[src/rtl/sout_pkg.sv]
package sout_pkg;
  localparam int WORD_W     = 16;
  localparam int CHAR_DATA  = 8;
  localparam int START_BITS = 1;
  localparam int STOP_BITS  = 2;
  localparam int CHAR_W     = START_BITS + CHAR_DATA + STOP_BITS;
  localparam int N_CHARS    = WORD_W / CHAR_DATA;
  localparam int FRAME_W    = N_CHARS * CHAR_W;
  localparam int CNT_W      = $clog2(FRAME_W + 1);

  typedef enum logic [1:0] {
    MODE_CHAR = 2'd0,
    MODE_EXT  = 2'd1,
    MODE_SELF = 2'd2,
    MODE_EXTB = 2'd3
  } port_mode_e;

  // Frame is sent from its top bit downward.
  function automatic logic [FRAME_W-1:0] build_frame(input logic is_char,
                                                     input logic [WORD_W-1:0] w);
    logic [FRAME_W-1:0] f;
    int pos;
    f = '0;
    if (is_char) begin
      pos = FRAME_W - 1;
      for (int c = 0; c < N_CHARS; c++) begin
        for (int s = 0; s < START_BITS; s++) begin
          f[pos] = 1'b0;
          pos--;
        end
        for (int b = 0; b < CHAR_DATA; b++) begin
          f[pos] = w[WORD_W - CHAR_DATA*(c+1) + b];
          pos--;
        end
        for (int s = 0; s < STOP_BITS; s++) begin
          f[pos] = 1'b1;
          pos--;
        end
      end
    end else begin
      f[FRAME_W-1 -: WORD_W] = w;
    end
    return f;
  endfunction

  function automatic logic [CNT_W-1:0] frame_len(input logic is_char);
    return is_char ? CNT_W'(FRAME_W) : CNT_W'(WORD_W);
  endfunction
endpackage

[src/rtl/sout_sync.sv]
module sout_sync #(
  parameter int   STAGES  = 2,
  parameter logic RST_VAL = 1'b1
) (
  input  logic clk,
  input  logic rst_n,
  input  logic din,
  output logic lvl,
  output logic lvl_d
);
  logic [STAGES:0] pipe;

  always_ff @(posedge clk or negedge rst_n) begin
    if (!rst_n) pipe <= {(STAGES+1){RST_VAL}};
    else        pipe <= {pipe[STAGES-1:0], din};
  end

  assign lvl   = pipe[STAGES-1];
  assign lvl_d = pipe[STAGES];
endmodule

[src/rtl/sout_clkgen.sv]
module sout_clkgen #(
  parameter int DIV  = 4,
  parameter int HIGH = 1
) (
  input  logic clk,
  input  logic rst_n,
  input  logic start,
  input  logic run,
  output logic sclk_hi,
  output logic tick
);
  localparam int PH_W = (DIV > 1) ? $clog2(DIV) : 1;

  logic [PH_W-1:0] ph;

  always_ff @(posedge clk or negedge rst_n) begin
    if (!rst_n)                       ph <= '0;
    else if (start)                   ph <= PH_W'(HIGH);
    else if (run) begin
      if (int'(ph) == DIV - 1)        ph <= '0;
      else                            ph <= ph + 1'b1;
    end
  end

  assign sclk_hi = run && (int'(ph) < HIGH);
  assign tick    = run && (int'(ph) == HIGH - 1);

  // run-length counters used only by the checks below
  logic [PH_W:0] hi_run, lo_run;
  always_ff @(posedge clk or negedge rst_n) begin
    if (!rst_n) begin
      hi_run <= '0;
      lo_run <= '0;
    end else if (!run) begin
      hi_run <= '0;
      lo_run <= '0;
    end else if (sclk_hi) begin
      hi_run <= hi_run + 1'b1;
      lo_run <= '0;
    end else begin
      lo_run <= lo_run + 1'b1;
      hi_run <= '0;
    end
  end

  p_high_len_r5: assert property (@(posedge clk) disable iff (!rst_n)
    sclk_hi |-> (int'(hi_run) < HIGH));
  p_low_len_r5: assert property (@(posedge clk) disable iff (!rst_n)
    (run && !sclk_hi) |-> (int'(lo_run) < DIV - HIGH));
  p_idle_low_r5: assert property (@(posedge clk) disable iff (!rst_n)
    !run |-> !sclk_hi);
endmodule

[src/rtl/sout_wordbuf.sv]
module sout_wordbuf #(
  parameter int WORD_W = 16,
  parameter int HOLD   = 4
) (
  input  logic              clk,
  input  logic              rst_n,
  input  logic              load,
  input  logic [WORD_W-1:0] word_in,
  input  logic              start,
  input  logic              active,
  input  logic              fin_full,
  input  logic              fin_abort,
  output logic [WORD_W-1:0] word_q,
  output logic              valid,
  output logic              busy_zero,
  output logic              ready_n
);
  localparam int HW = $clog2(HOLD + 1);

  logic [HW-1:0]     busy;
  logic [WORD_W-1:0] shadow;
  logic              shadow_v;
  logic              tx_now;
  logic              finishing;

  assign tx_now    = active | start;
  assign finishing = fin_full | fin_abort;

  always_ff @(posedge clk or negedge rst_n) begin
    if (!rst_n)          busy <= '0;
    else if (load)       busy <= HW'(HOLD);
    else if (busy != '0) busy <= busy - 1'b1;
  end

  always_ff @(posedge clk or negedge rst_n) begin
    if (!rst_n) begin
      word_q   <= '0;
      valid    <= 1'b0;
      shadow   <= '0;
      shadow_v <= 1'b0;
    end else if (finishing) begin
      if (load) begin
        word_q   <= word_in;
        valid    <= 1'b1;
        shadow_v <= 1'b0;
      end else if (shadow_v) begin
        word_q   <= shadow;
        valid    <= 1'b1;
        shadow_v <= 1'b0;
      end else if (fin_full) begin
        valid    <= 1'b0;
      end
    end else if (load) begin
      if (tx_now) begin
        shadow   <= word_in;
        shadow_v <= 1'b1;
      end else begin
        word_q   <= word_in;
        valid    <= 1'b1;
      end
    end
  end

  assign busy_zero = (busy == '0);
  assign ready_n   = !valid || !busy_zero;

  p_load_flag_r7: assert property (@(posedge clk) disable iff (!rst_n)
    load |=> ready_n);
  p_shadow_valid_r10: assert property (@(posedge clk) disable iff (!rst_n)
    shadow_v |-> valid);
endmodule

[src/rtl/sout_shifter.sv]
module sout_shifter #(
  parameter int FRAME_W = 22,
  parameter int CNT_W   = 5
) (
  input  logic               clk,
  input  logic               rst_n,
  input  logic               start,
  input  logic [FRAME_W-1:0] frame_in,
  input  logic [CNT_W-1:0]   len_in,
  input  logic               adv,
  input  logic               cs_hi,
  output logic               active,
  output logic               sd,
  output logic               fin_full,
  output logic               fin_abort
);
  logic [FRAME_W-1:0] sh;
  logic [CNT_W-1:0]   left;
  logic               abort_pend;
  logic               last;
  logic               fin;

  assign last      = (left == CNT_W'(1));
  assign fin       = active && adv && (last || abort_pend || cs_hi);
  assign fin_full  = fin && last;
  assign fin_abort = fin && !last;
  assign sd        = sh[FRAME_W-1];

  always_ff @(posedge clk or negedge rst_n) begin
    if (!rst_n) begin
      active     <= 1'b0;
      sh         <= '1;
      left       <= '0;
      abort_pend <= 1'b0;
    end else if (start) begin
      active     <= 1'b1;
      sh         <= frame_in;
      left       <= len_in;
      abort_pend <= 1'b0;
    end else if (active) begin
      if (fin) begin
        active     <= 1'b0;
        abort_pend <= 1'b0;
      end else begin
        if (cs_hi) abort_pend <= 1'b1;
        if (adv) begin
          sh   <= {sh[FRAME_W-2:0], 1'b1};
          left <= left - 1'b1;
        end
      end
    end
  end

  p_release_on_bit_r9: assert property (@(posedge clk) disable iff (!rst_n)
    $fell(active) |-> $past(adv));
  p_count_live_r3: assert property (@(posedge clk) disable iff (!rst_n)
    active |-> (left != '0));
endmodule

[src/rtl/tri_mode_sout.sv]
module tri_mode_sout
  import sout_pkg::*;
#(
  parameter int SCLK_DIV    = 4,
  parameter int SCLK_HIGH   = 1,
  parameter int LOAD_HOLD   = 4,
  parameter int SYNC_STAGES = 2
) (
  input  logic              clk,
  input  logic              rst_n,
  input  logic [1:0]        mode_sel,
  input  logic              word_load,
  input  logic [WORD_W-1:0] word_in,
  input  logic              cs_n,
  input  logic              sclk_in,
  output logic              sdata_out,
  output logic              sdata_oe,
  output logic              sclk_out,
  output logic              sclk_oe,
  output logic              ready_n
);
  logic cs_lvl, cs_lvl_d, ck_lvl, ck_lvl_d;
  logic cs_fall, sclk_fall;
  logic is_char, is_self;
  logic start, adv, tick, sclk_hi;
  logic active, sd, fin_full, fin_abort;
  logic valid, busy_zero;
  logic [WORD_W-1:0]  word_q;
  logic [FRAME_W-1:0] frame;
  logic [CNT_W-1:0]   len;

  sout_sync #(.STAGES(SYNC_STAGES), .RST_VAL(1'b1)) u_cs_sync (
    .clk(clk), .rst_n(rst_n), .din(cs_n), .lvl(cs_lvl), .lvl_d(cs_lvl_d));
  sout_sync #(.STAGES(SYNC_STAGES), .RST_VAL(1'b0)) u_ck_sync (
    .clk(clk), .rst_n(rst_n), .din(sclk_in), .lvl(ck_lvl), .lvl_d(ck_lvl_d));

  assign cs_fall   = cs_lvl_d && !cs_lvl;
  assign sclk_fall = ck_lvl_d && !ck_lvl;

  assign is_char = (mode_sel == MODE_CHAR);
  assign is_self = (mode_sel == MODE_SELF);
  assign frame   = build_frame(is_char, word_q);
  assign len     = frame_len(is_char);

  assign start = cs_fall && !active && valid && busy_zero;
  assign adv   = is_self ? tick : sclk_fall;

  sout_wordbuf #(.WORD_W(WORD_W), .HOLD(LOAD_HOLD)) u_buf (
    .clk(clk), .rst_n(rst_n), .load(word_load), .word_in(word_in),
    .start(start), .active(active), .fin_full(fin_full), .fin_abort(fin_abort),
    .word_q(word_q), .valid(valid), .busy_zero(busy_zero), .ready_n(ready_n));

  sout_clkgen #(.DIV(SCLK_DIV), .HIGH(SCLK_HIGH)) u_clk (
    .clk(clk), .rst_n(rst_n), .start(start), .run(active && is_self),
    .sclk_hi(sclk_hi), .tick(tick));

  sout_shifter #(.FRAME_W(FRAME_W), .CNT_W(CNT_W)) u_shift (
    .clk(clk), .rst_n(rst_n), .start(start), .frame_in(frame), .len_in(len),
    .adv(adv), .cs_hi(cs_lvl), .active(active), .sd(sd),
    .fin_full(fin_full), .fin_abort(fin_abort));

  assign sdata_oe  = active;
  assign sclk_oe   = active && is_self;
  assign sdata_out = active ? sd : 1'b1;
  assign sclk_out  = sclk_hi;

  p_clk_needs_data_r5: assert property (@(posedge clk) disable iff (!rst_n)
    sclk_oe |-> sdata_oe);
  p_tx_has_word_r6: assert property (@(posedge clk) disable iff (!rst_n)
    sdata_oe |-> valid);
  p_stable_high_r5: assert property (@(posedge clk) disable iff (!rst_n)
    (sclk_out && $past(sclk_out)) |-> $stable(sdata_out));
  p_idle_line_r11: assert property (@(posedge clk) disable iff (!rst_n)
    $fell(sdata_oe) |-> sdata_out);
endmodule

[config.mk]
export PLATFORM = sky130hd
export DESIGN_NAME = tri_mode_sout
export DESIGN_NICKNAME = d
export VERILOG_FILES = /design/src/rtl/sout_pkg.sv /design/src/rtl/sout_sync.sv /design/src/rtl/sout_clkgen.sv /design/src/rtl/sout_wordbuf.sv /design/src/rtl/sout_shifter.sv /design/src/rtl/tri_mode_sout.sv
export SDC_FILE = /design/constraint.sdc
export NUM_CORES = 1
export LEC_CHECK = 0
export BUFFER_PORTS_ARGS = -buffer_cell sky130_fd_sc_hd__buf_4
export CAP_MARGIN = 20
export CORE_UTILIZATION = 40
export CTS_BUF_LIST = sky130_fd_sc_hd__clkbuf_8
export DETAILED_ROUTE_END_ITERATION = 8
export HOLD_SLACK_MARGIN = 0.12
export PLACE_DENSITY = 0.59
export SYNTH_ARGS = -nofsm -noshare
export SYNTH_HDL_FRONTEND = slang
export SYNTH_SLANG_ARGS = --single-unit
[constraint.sdc]
create_clock -name clk -period 3.4 [get_ports clk]
set_input_delay 0.34 -clock clk [delete_from_list [all_inputs] [get_ports clk]]
set_output_delay 0.34 -clock clk [all_outputs]
set_load 0.02 [all_outputs]
# Word-level counts from Yosys, hierarchy flattened
# Index checks and enable logic that the tools add are counted.
# Widths: inputs -> output; s select.
[op_classes]
n_addsub = 3
magnitude_cmp = 1
n_eq_ne = 5
mux = 39
n_bitwise = 3
reduce_logical = 40
[op_table]
columns = ["op", "n"]
rows = [
  ["$mux 16", 6],
  ["$mux 22", 4],
  ["$mux 5", 4],
  ["$mux 1", 18],
  ["$reduce_bool 2->1", 7],
  ["$logic_and 1x1->1", 12],
  ["$reduce_and 3->1", 4],
  ["$mux 3", 3],
  ["$reduce_bool 3->1", 3],
  ["$logic_not 1->1", 6],
  ["$mux 2", 3],
  ["$mux 6", 1],
  ["$eq 5x1->1 const B", 1],
  ["$sub 5x1->5 const B", 1],
  ["$logic_not 2->1", 2],
  ["$ne 2x2->1 const B", 2],
  ["$reduce_and 2->1", 2],
  ["$logic_not 3->1", 1],
  ["$logic_or 1x1->1", 3],
  ["$sub 3x1->3 const B", 1],
  ["$add 2x1->2 const B", 1],
  ["$eq 2x1->1 const B", 1],
  ["$eq 2x2->1 const B", 1],
  ["$lt 2x1->1 const B", 1],
  ["2 further kinds", 3],
]
[word_totals]
ff_bits = 74
in_bits = 23
elab_cells = 103

# Logic depth before layout (Yosys ltp)
[depth]
depth_word = 11
mapped_depth = 9

# By module
# From an unflattened synthesis, not the netlist that was laid out.
[hier_totals]
hier_cells = 384
hier_area_um2 = 4061.4
[by_module_without_submodules]
columns = ["mod", "n_inst", "cells_each", "area_each_um2"]
rows = [
  ["sout_wordbuf", 1, 170, 1866.8],
  ["sout_shifter", 1, 163, 1607.8],
  ["tri_mode_sout", 1, 32, 301.5],
  ["sout_clkgen", 1, 13, 131.4],
  ["sout_sync at u_cs_sync", 1, 3, 78.8],
  ["sout_sync at u_ck_sync", 1, 3, 75.1],
]

# Least setup slack after synthesis
# No wires, ideal clock.
[synth_timing]
kind = "register to register"
start = "register u_buf.busy[0]"
end = "register u_buf.shadow[0]"
t_arrival_ps = 2465
setup_slack_ps = 811
path_stages_with_launch = 10
cell_sequence = "dfrtp_1 -> inv_1 -> ha_1 -> nand3b_1 -> nor4b_1 -> o21a_1 -> o21a_1 -> buf_4 -> buf_6 -> mux2_2"
[synth_between]
elab_chain_len = 4
[synth_rtl]
columns = ["element", "line_no", "text"]
rows = [
  ["from (decl)", "sout_wordbuf.sv:20", "logic [HW-1:0] busy;"],
  ["from (signal assigned)", "sout_wordbuf.sv:31", "else if (load) busy <= HW'(HOLD);"],
  ["from (signal assigned)", "sout_wordbuf.sv:32", "else if (busy != '0) busy <= busy - 1'b1;"],
  ["$logic_not 3->1", "sout_wordbuf.sv:64", "assign busy_zero = (busy == '0);"],
  ["$logic_and 1x1->1", "tri_mode_sout.sv:45", "assign start = cs_fall && !active && valid && busy_zero;"],
  ["$or 1x1->1", "sout_wordbuf.sv:26", "assign tx_now = active | start;"],
  ["$reduce_and 3->1 (no source line)", "-", ""],
  ["to (signal assigned)", "sout_wordbuf.sv:55", "shadow <= word_in;"],
  ["to (decl)", "sout_wordbuf.sv:21", "logic [WORD_W-1:0] shadow;"],
]
# Every way passes these cells.
# A chain may end at the register's enable or synchronous reset.

# Final worst setup path
[layout_timing]
start = "register u_shift.left[1]"
end = "register u_buf.word_q[7]"
[layout_between]
elab_chain_len = 8
elab_cells_between_ends = 12
classes_between = "eq/ne (2); mux (1); bitwise (1); reduce/logical (8)"
[layout_rtl]
columns = ["element", "line_no", "text"]
rows = [
  ["from (decl)", "sout_shifter.sv:18", "logic [CNT_W-1:0] left;"],
  ["from (signal assigned)", "sout_shifter.sv:38", "left <= len_in;"],
  ["from (signal assigned)", "sout_shifter.sv:48", "left <= left - 1'b1;"],
  ["$eq 5x1->1 *", "sout_shifter.sv:23", "assign last = (left == CNT_W'(1));"],
  ["$logic_or 1x1->1 (2 in series)", "sout_shifter.sv:24", "assign fin = active && adv && (last || abort_pend || cs_hi);"],
  ["$logic_and 1x1->1", "sout_shifter.sv:24", ""],
  ["$logic_and 1x1->1 (on tied branches)", "sout_shifter.sv:25, sout_shifter.sv:26", ""],
  ["$or 1x1->1 *", "sout_wordbuf.sv:27", "assign finishing = fin_full | fin_abort;"],
  ["$ne 2x2->1 (no source line) or $reduce_bool 2->1 (tied branches)", "-", ""],
  ["$reduce_and 3->1 (no source line)", "-", ""],
  ["to (signal assigned)", "sout_wordbuf.sv:43", "word_q <= word_in;"],
  ["to (signal assigned)", "sout_wordbuf.sv:47", "word_q <= shadow;"],
  ["to (signal assigned)", "sout_wordbuf.sv:58", "word_q <= word_in;"],
  ["to (decl)", "sout_wordbuf.sv:13", "output logic [WORD_W-1:0] word_q,"],
]
# Every way passes the cells marked *; elsewhere a longest branch is shown, timed or not.

==> run metrics <==
critical path endpoint category=flip-flop; Max-Cap Viols=0; GPL Wtd Cong=0.743; drt initial violations=135; hold_buf cts=2; Final Max Tran Viols=0; final WL=6660 µm; placed cells=439; fin crit share=0.800; Levels on crit path=7; crit-path leading delay family=simple AND/OR/NAND/NOR gates; die width=97.3 µm; Wirelength per Cell=14.6 µm; CTS Sinks=74; post-route DRC violation count=0; htree depth=3; Slew @ Worst Pin=0.980 ns; Fmax=368 MHz; Post-CTS Setup Repair Bufs=0; die area=0.00946 mm²; status=finished, final reports clean; worst-path cell chain=inv_1, ha_1, nor4b_4, nor3_2, or4b_1, mux2_4, mux2_4; worst-case clock skew=0.00646 ns; first-pass GRT wire length=11500 µm; DR pass1 iterations=4; remaining antenna violation count=0; final hold vios=0; grt ovf=0; DP Wirelength=4360 µm; R2R Setup Slk=0.68 ns; Final TNS setup=0 ns; clock slew at reported path FFs=0.07 ns; synthesized netlist cell count=318; CTS-repair resized insts=0; Finish-stage setup viols=0; ant diodes=0; Die Span Y=97.3 µm; Seq/Total Area, Yosys=0.519; number of global-route vias before repair=2342; Boundary Pins=28; CP required=3.63 ns; Initial Util=0.414; Min Clock Period, post-route=2.72 ns; FP Rows=34; Async S/R FF share, synth=1.00; critical setup path kind=reg -> reg; CTS Buf Count=9; Post-synth EDFFs=0; Arrival @ worst endpoint=2.95 ns; Synth-to-Final Area Change=13.4%; Longest Clk Path Bufs=2; crit path from=u_shift.left[1]; largest net degree at the start of global routing=75; Mean Syn Cell Area=11.4 µm²; Slew HR=0.347; via count=2374; r2r endpoint=u_buf.word_q[7]; Yosys reg bits=74; vias per cell=5.19; HP Class=in -> async; Most common cell on crit path=mux2_4; Core ar.=0.00876 mm²; Yosys cell types=42; main flop type after synthesis=dfrtp_1; Register-to-Register Path Depth=7; worst hold slack=0.134 ns; reg2reg start=u_shift.left[1]; max incr delay on CP=0.91 ns; Leakage=0.00180 µW; antenna violations before repair=0; worst-case vdd ir drop=0.389 mV; Crit Path Max Fanout=16; Synth Warn #=0; slowest stage cell on the critical path=or4b_1; cell area after synthesis=0.00363 mm²; Net Count, Synth=347; Total GRT Usage=0.155; clock latency on the worst-skew pair=0.34 ns; non-filler cells, final=457; CP bufs+invs=1; fin nets=373; IO Port Bufs=27; RSZ-0062 raised after global routing=no; share of cells above drive strength 1=0.375; PD cells=790 mW/mm²; Root Driver=clkbuf_8; CTS tree=yes; Worst setup SP type=flip-flop; fill cell count=829
area by class of cell:
class | count | area (µm²) | share of cell area
flip-flops and latches | 74 | 1880 | 0.457
multi-input cells | 214 | 1610 | 0.391
repair buffers | 35 | 268 | 0.0650
well taps | 108 | 135 | 0.0328
clock buffers | 9 | 124 | 0.0301
clock inverters | 7 | 61.3 | 0.0149
inverters | 10 | 37.5 | 0.00912
how the worst max path moves through the flow:
| stage | to |
|---|---|
| floorplan | u_buf.shadow[0] |
| global placement | u_buf.word_q[12] |
| detailed placement | u_buf.word_q[7] |
| CTS | u_buf.word_q[7] |
| global route | u_buf.word_q[1] |
| finish | u_buf.word_q[7] |
metrics by stage:
stage	cell area (µm²)	util	power [µW]	setup WS, ns
floorplan	3630	-	2340	0.811
global placement	3910	0.446	2580	0.757
detailed placement	3910	0.446	2620	0.671
CTS	4120	0.470	3290	0.666
global route	4120	0.470	3490	0.532
finish	4120	0.470	3250	0.680
routing by layer:
layer / global-route usage / share of wire / up-vias
li1: - / - / 1168
met1: 0.210 / 0.50 / 1157
met2: 0.238 / 0.45 / 38
met3: 0.0374 / 0.027 / 11
met4: 0.0611 / 0.021 / 0
met5: 0 / 0 / -
cell usage in the layout (no fill, tap or decap), drive strengths merged:
master       count
clkinv           4
and3             6
or4b             2
and2             1
dlygate4sd3      2
buf             33
o31a             1
mux2            50
a21o             2
a21oi           33
nor2             8
dfstp           25
dfrtp           49
xnor2            2
a211oi           4
o21ai           32
nand3            2
clkinvlp         1
bufinv           1
o21a             2
nor2b            2
o31ai            3
nand2           34
xor2             2
nand4            2
a31oi            1
o22a             1
or4              1
clkbuf           9
nand2b           3
mux2i            4
or3              2
inv             11
nor3             2
nand3b           2
nor3b            2
nor4b            2
ha               6
logic make-up (layout without fill, tap and decap cells):
group	count (synthesis)	in the layout	share of synthesized area
flip-flops	74	74	0.519
XOR/XNOR	4	4	0.00965
AND/OR/NAND/NOR	71	71	0.103
AO/OA/AOI/OAI	79	79	0.119
buffers and inverters	30	61	0.0414
adder cells (fa/ha/maj)	6	6	0.0207
multiplexers	54	54	0.187
power by group:
group	leakage, µW	internal (µW)	switching [µW]	total, µW
registers	0.000836	1320	260	1580
logic	0.000859	553	467	1020
clock network	0.000100	331	320	651
synthesized netlist by cell type, types with 3 or more instances:
cell type | count | share of area
a211oi_1 | 4 | 0.0083
a21oi_1 | 33 | 0.046
nor2_1 | 8 | 0.0083
ha_1 | 6 | 0.021
dfstp_2 | 25 | 0.18
clkbuf_1 | 14 | 0.014
nand2_1 | 34 | 0.035
o31ai_1 | 3 | 0.0062
inv_1 | 10 | 0.010
mux2_4 | 20 | 0.083
and3_1 | 5 | 0.0086
dfrtp_1 | 49 | 0.34
mux2_2 | 30 | 0.093
mux2i_1 | 4 | 0.011
o21ai_0 | 32 | 0.044
nand2b_1 | 3 | 0.0052
state kept, by name (all words and copies together), names as in the netlist, 2 cells and up:
signal and flops:
u_clk.ph 2, u_buf.shadow 16, u_shift.left 5, u_buf.busy 3, u_cs_sync.pipe 3, u_buf.word_q 16, u_shift.sh 22, u_ck_sync.pipe 3
Note: power is estimated with default switching activity, not from simulation.
